==> config.mk <==
export PLATFORM = sky130hd
export DESIGN_NAME = cmp_flag_accum
export DESIGN_NICKNAME = d
export VERILOG_FILES = /design/src/rtl/cmp_flag_pkg.sv /design/src/rtl/cmp_fix_rules.sv /design/src/rtl/cmp_flt_rules.sv /design/src/rtl/cmp_flag_regs.sv /design/src/rtl/cmp_flag_accum.sv
export SDC_FILE = /design/constraint.sdc
export NUM_CORES = 1
export LEC_CHECK = 0
export ABC_AREA = 1
export BUFFER_PORTS_ARGS = -buffer_cell sky130_fd_sc_hd__buf_2
export CAP_MARGIN = 20
export CORE_AREA = 2 2 39 41
export CTS_CLUSTER_SIZE = 14
export DETAILED_ROUTE_END_ITERATION = 8
export DIE_AREA = 0 0 41 43
export HOLD_SLACK_MARGIN = 0.03
export PLACE_DENSITY_LB_ADDON = 0.1
export SETUP_SLACK_MARGIN = 0.05
export SKIP_CTS_REPAIR_TIMING = 1
export SKIP_LAST_GASP = 1
export SYNTH_ARGS = -nofsm -noshare
export SYNTH_HDL_FRONTEND = slang
export SYNTH_HIERARCHICAL = 1
export SYNTH_SLANG_ARGS = --single-unit
==> constraint.sdc <==
create_clock -name clk -period 1.4 [get_ports clk]
set_input_delay 0.42 -clock clk [delete_from_list [all_inputs] [get_ports clk]]
set_output_delay 0.42 -clock clk [all_outputs]
set_load 0.02 [all_outputs]
==> src/rtl/cmp_flag_pkg.sv <==
// Package: shared types for the compare flag generator.
// Assumes: the three sticky flags are always handled as a group.
package cmp_flag_pkg;

    // Group of the three sticky accumulating flags (or a clear mask for them).
    typedef struct packed {
        logic ge;
        logic lt;
        logic rng;
    } acc_flags_t;

    localparam acc_flags_t ACC_ALL_SET = '{ge: 1'b1, lt: 1'b1, rng: 1'b1};
    localparam acc_flags_t ACC_NONE    = '{ge: 1'b0, lt: 1'b0, rng: 1'b0};

endpackage

==> src/rtl/cmp_fix_rules.sv <==
// Module: clear-mask rules for signed fixed-point results.
// Assumes: sgn_i and ovf_i describe the result of a two's complement
// subtraction. The true sign of the exact difference is their XOR.
// Purely combinational. lt_prev is the registered all_lt flag.
module cmp_fix_rules
    import cmp_flag_pkg::*;
(
    input  logic       sgn_i,
    input  logic       ovf_i,
    input  logic       lt_prev,
    output acc_flags_t clr_o
);
    logic true_neg;

    // Derive the true sign of the exact difference and the clear mask.
    always_comb begin
        true_neg  = sgn_i ^ ovf_i;
        clr_o.ge  = true_neg;
        clr_o.lt  = ~true_neg;
        clr_o.rng = lt_prev & true_neg;
    end
endmodule

==> src/rtl/cmp_flt_rules.sv <==
// Module: clear-mask and per-result flag rules for floating-point results.
// Assumes: the result class is given as NaN, zero and sign. When nan_i is
// set, the sign and zero bits do not matter. Purely combinational.
module cmp_flt_rules
    import cmp_flag_pkg::*;
(
    input  logic       sgn_i,
    input  logic       zero_i,
    input  logic       nan_i,
    input  logic       lt_prev,
    output acc_flags_t clr_o,
    output logic       neg_o
);
    logic neg_nz;

    // Classify the result and form the clear mask and the negative flag.
    always_comb begin
        neg_nz    = sgn_i & ~zero_i;
        clr_o.ge  = nan_i | neg_nz;
        clr_o.lt  = nan_i | zero_i | ~sgn_i;
        clr_o.rng = nan_i | (neg_nz & lt_prev);
        neg_o     = nan_i | neg_nz;
    end
endmodule

==> src/rtl/cmp_flag_regs.sv <==
// Module: flag storage. It holds the three sticky flags (set by start,
// cleared by the mask) and the two per-result floating-point flags.
// Assumes: the clear mask is already qualified by the mode. Synchronous
// active-low reset clears everything.
module cmp_flag_regs
    import cmp_flag_pkg::*;
(
    input  logic       clk,
    input  logic       rst_n,
    input  logic       start_i,
    input  logic       valid_i,
    input  acc_flags_t clr_i,
    input  logic       cz_load_i,
    input  logic       neg_nxt_i,
    input  logic       eq_nxt_i,
    output acc_flags_t acc_o,
    output logic       neg_o,
    output logic       eq_o
);
    acc_flags_t acc_q;
    logic       neg_q;
    logic       eq_q;

    // Sticky flags: start sets them to 1, an accepted result can only clear.
    always_ff @(posedge clk) begin
        if (!rst_n)
            acc_q <= ACC_NONE;
        else if (start_i)
            acc_q <= ACC_ALL_SET;
        else if (valid_i)
            acc_q <= acc_q & ~clr_i;
    end

    // Per-result flags: loaded only for accepted floating-point results.
    always_ff @(posedge clk) begin
        if (!rst_n) begin
            neg_q <= 1'b0;
            eq_q  <= 1'b0;
        end else if (cz_load_i) begin
            neg_q <= neg_nxt_i;
            eq_q  <= eq_nxt_i;
        end
    end

    assign acc_o = acc_q;
    assign neg_o = neg_q;
    assign eq_o  = eq_q;

    AST_START_PRESET: assert property (@(posedge clk) disable iff (!rst_n)
        start_i |=> (acc_q == ACC_ALL_SET));
    AST_GE_NO_RISE: assert property (@(posedge clk) disable iff (!rst_n)
        (!start_i && !acc_q.ge) |=> !acc_q.ge);
    AST_LT_NO_RISE: assert property (@(posedge clk) disable iff (!rst_n)
        (!start_i && !acc_q.lt) |=> !acc_q.lt);
    AST_RNG_NO_RISE: assert property (@(posedge clk) disable iff (!rst_n)
        (!start_i && !acc_q.rng) |=> !acc_q.rng);
    AST_IDLE_HOLD: assert property (@(posedge clk) disable iff (!rst_n)
        (!start_i && !valid_i) |=> ($stable(acc_q) && $stable(neg_q) && $stable(eq_q)));
endmodule

==> src/rtl/cmp_flag_accum.sv <==
// Module: top of the accumulating compare flag generator. It runs both rule
// sets on every cycle, uses mode_fp_i to pick which clear mask applies,
// and passes the result to the flag storage.
// Assumes: result indications are valid only while valid_i is high.
// All outputs are registered with a latency of one edge.
module cmp_flag_accum
    import cmp_flag_pkg::*;
(
    input  logic clk,
    input  logic rst_n,
    input  logic start_i,
    input  logic valid_i,
    input  logic mode_fp_i,
    input  logic sgn_i,
    input  logic ovf_i,
    input  logic zero_i,
    input  logic nan_i,
    input  logic eq_i,
    output logic all_ge_o,
    output logic all_lt_o,
    output logic in_range_o,
    output logic cmp_neg_o,
    output logic cmp_eq_o
);
    acc_flags_t acc;
    acc_flags_t clr_fix;
    acc_flags_t clr_flt;
    acc_flags_t clr_sel;
    logic       neg_flt;
    logic       cz_load;

    cmp_fix_rules u_fix (
        .sgn_i   (sgn_i),
        .ovf_i   (ovf_i),
        .lt_prev (acc.lt),
        .clr_o   (clr_fix)
    );

    cmp_flt_rules u_flt (
        .sgn_i   (sgn_i),
        .zero_i  (zero_i),
        .nan_i   (nan_i),
        .lt_prev (acc.lt),
        .clr_o   (clr_flt),
        .neg_o   (neg_flt)
    );

    // Pick the rule set for the current mode and qualify the per-result load.
    always_comb begin
        clr_sel = mode_fp_i ? clr_flt : clr_fix;
        cz_load = valid_i & mode_fp_i;
    end

    cmp_flag_regs u_regs (
        .clk       (clk),
        .rst_n     (rst_n),
        .start_i   (start_i),
        .valid_i   (valid_i),
        .clr_i     (clr_sel),
        .cz_load_i (cz_load),
        .neg_nxt_i (neg_flt),
        .eq_nxt_i  (eq_i),
        .acc_o     (acc),
        .neg_o     (cmp_neg_o),
        .eq_o      (cmp_eq_o)
    );

    assign all_ge_o   = acc.ge;
    assign all_lt_o   = acc.lt;
    assign in_range_o = acc.rng;

    AST_FIX_RNG_NEEDS_LT: assert property (@(posedge clk) disable iff (!rst_n)
        (valid_i && !mode_fp_i && !start_i && !all_lt_o) |=> $stable(in_range_o));
    AST_FP_NAN_CLEARS: assert property (@(posedge clk) disable iff (!rst_n)
        (valid_i && mode_fp_i && nan_i && !start_i) |=> (!all_ge_o && !all_lt_o && !in_range_o));
    AST_FP_NEG_LOAD: assert property (@(posedge clk) disable iff (!rst_n)
        (valid_i && mode_fp_i) |=> (cmp_neg_o == $past(nan_i || (sgn_i && !zero_i))));
    AST_FP_EQ_LOAD: assert property (@(posedge clk) disable iff (!rst_n)
        (valid_i && mode_fp_i) |=> (cmp_eq_o == $past(eq_i)));
    AST_FIX_CZ_HOLD: assert property (@(posedge clk) disable iff (!rst_n)
        (!mode_fp_i) |=> ($stable(cmp_neg_o) && $stable(cmp_eq_o)));
endmodule

Word-level counts from Yosys, hierarchy flattened
Cells that the tools add are included.
Word-level totals
  word-level logic and storage cells: 23
  register bits after elaboration: 5
Cells by class
  muxes and demuxes: 3
  reductions and logical operators: 1
  bitwise operators: 14
Operator list (number)
  $mux W3: 3
  $and A1 B1 Y1: 4
  $or A1 B1 Y1: 4
  $and A3 B3 Y3: 1
  $not A1 Y1: 3
  $not A3 Y3: 1
  $reduce_bool A2 Y1: 1
  $xor A1 B1 Y1: 1

Depth between registers and ports, before layout
  depth in word-level cells: 9
  gate-level depth with buffers: 10

Cells and area by module
Netlist, hierarchy kept.
Modules (own cells, without submodules)
  cmp_flag_regs: cells an instance 23, area an instance 173.9 um2, times used 1, seq. area each 100.1 um2
  cmp_flag_accum: cells an instance 12, area an instance 45.0 um2, times used 1, seq. area each 0.0 um2
  cmp_fix_rules: cells an instance 9, area an instance 42.5 um2, times used 1, seq. area each 0.0 um2
  cmp_flt_rules: cells an instance 8, area an instance 36.3 um2, times used 1, seq. area each 0.0 um2

Worst setup path before layout
OpenSTA, ideal clock, no wires.
  kind: input -> register
  start: input sgn_i
  end: register u_regs.acc_q (netlist bit u_regs/acc_o[2])
  data arrival time: 1002 ps
  path buffers: 1
  setup slack: 328 ps
  stages: 10
  cell sequence: inv_1 -> nand2_1 -> nand2_2 -> inv_1 -> buf_4 -> nand2_1 -> nand2_1 -> nand2_1 -> nand2_1 -> a21oi_1
RTL lines
  start: declaration: line cmp_flag_accum.sv:14  | input logic sgn_i,
  end signal: assignment: line cmp_flag_regs.sv:31  | acc_q <= acc_q & ~clr_i;
  end: declaration: line cmp_flag_regs.sv:20  | acc_flags_t acc_q;

Final worst setup path
  start: register u_regs.acc_q (netlist bit u_regs/acc_o[1])
  end: output all_lt_o
RTL lines
  end: declaration: line cmp_flag_accum.sv:20  | output logic all_lt_o,
No word-level cell between the ends.

==> results.toml <==
[yosys]
synth_seq_cells = 5
synthesis.area_sq_um = 298
synth_area_leaders = "dfxtp_1, nand2_1, inv_1"
ys_seq_area_share_pct = 33.6
yosys_warnings = 6
ys_types = 11
syn_nets = 62
syn_area_per_cell_sq_um = 5.73
yosys.area.top_type = "dfxtp_1"
synth.top_cell.area_share_pct = 33.6
postSynthCellCount = 52

[setup_path]
reg2regPathDepth = 7
crit_type = "flop to output pin"
cp_max_fo = 4
worst-path-stages = 1
crit_family = "flip-flops"
slowest_stage = "dfxtp_1"
setup.worst_path.start_class = "flop"
cp-end-kind = "output pin"
crit_required_ps = 980
crit_buf_inv = 1
worstPathCellList = "buf_2"
worst_ep_arrival_time_ps = 800
critPathMaxStageDelay_ps = 370

[grt]
first_global_vias = 320
grt_util_all_layers_pct = 9.85
grt_pass1_wl_microns = 1110
antenna_found_initial = 0
gr-total-overflow = 0
grt_max_degree = 6

[timing]
report.final.slew_viol_count = 0
worst_pin_slew_ps = 136
timing.fmax_ghz = 0.817
finalCriticalPeriod_ps = 1220
fin_ws_ps = 176
hold_ws_ps = 405
setup_violations = 0
hold_violations = 0
rsz0062_at_grt = "false"
skew_ps = 6.87
fin_tns_setup_ps = 0
slew_headroom_pct = 90.9
finalCritPeriodShare_pct = 87.4

[clock_tree]
clock_path_buffers = 2
path_clk_slew_ps = 50
clk_latency_ps = 250
cts_root_buf = "clkbuf_4"
cts_buffers = 3
cts-htree-levels = 1
tritoncts = "done"
cts_sinks = 5

[floorplanning]
row_count = 14
ios = 15
fp.coreArea_sq_um = 1380
die_w_microns = 41
initial_core_util_pct = 21.5
die_h_microns = 43
die-area_sq_um = 1760

[drt]
ant_nets = 0
wl_per_cell_microns = 7.74
dr_total_vias = 338
drc = 0
firstDrtPassIters = 3
first_iter_violations = 1
drt_wl_total_microns = 650
viasPerCell = 4.02

[cells_and_area]
drive_above_1_share_pct = 30.9
final_cells = 84
fillers = 156
diodes = 0
final_cell_mix = "nand2_1, buf_2, inv_1"
syn2layout_area_growth_pct = 34.0
nets = 79
final_util_pct = 28.8
mostFrequentLayoutCell = "nand2_1"

[placed_design]
gp_congestion = 0.628
io_buffer_count = 14
dpl_worst_slack_ps = 225
hpwl_microns = 543
post-place-cells = 80

[pwr]
peakVddDrop_uv = 370
power-per-cell-area_nw_per_um2 = 1040
p_leak_uw = 0.000248

[outcome]
outcome = "finished, final reports clean"

[worst_hold_path]
hold_path_class = "input port to flop"
min_path_cells = 3

[run]
maxCapViolations = 0
==> flip-flops by register name (all words and copies together), names as in the netlist <==
name / count
u_regs/acc_o: 3
u_regs/eq_o: 1
u_regs/neg_o: 1
==> cell usage after synthesis <==
| library cell | number |
|---|---|
| nor2_2 | 1 |
| buf_4 | 2 |
| nand2_2 | 1 |
| nand3_1 | 2 |
| inv_1 | 9 |
| a21oi_1 | 3 |
| o21ai_0 | 2 |
| nor2_1 | 4 |
| dfxtp_1 | 5 |
| nand2_1 | 21 |
| inv_2 | 2 |
==> area by class of cell <==
cell class	instances	area, sq um	area share (%)
flip-flops and latches	5	100	25.1
inverters	11	41.3	10.3
repair buffers	14	70.1	17.6
clock buffers	4	26.3	6.58
well taps	16	20.0	5.02
multi-input cells	34	141	35.4
==> where the power goes <==
part / internal, uW / switching, uW / leakage (uW)
clock network: 108 / 64.8 / 0.0000150
logic: 32.2 / 50.0 / 0.000192
registers: 153 / 5.16 / 0.0000416
==> per-layer routing <==
metal  track usage (%)  wire (microns)
met5                 0               0
met4              12.0               8
met3              1.57              30
met2              13.4             317
met1              11.0             293
==> stage by stage <==
| stage | power (uW) | area [sq um] |
|---|---|---|
| floorplan | 216 | 298 |
| global placement | 245 | 373 |
| detailed placement | 245 | 373 |
| CTS | 427 | 399 |
| global route | 448 | 399 |
| finish | 413 | 399 |
==> path summary, 6_finish.rpt <==
| check | from | end | slack, ps |
|---|---|---|---|
| hold / removal | eq_i | u_regs/eq_o | 410 |
| setup / recovery | u_regs/acc_o[1] | all_lt_o | 180 |
| setup reg to reg | u_regs/acc_o[1] | u_regs/acc_o[0] | 500 |
| hold reg to reg | u_regs/acc_o[0] | u_regs/acc_o[0] | 460 |
==> cell families after synthesis <==
kind of cell / count (synthesis) / synth area share (%)
and+or+nand+nor: 29 / 39.1
buffers and inverters: 13 / 18.9
DFF: 5 / 33.6
AOI/OAI and AO/OA: 5 / 8.40
(Power assumes the default switching activity.)
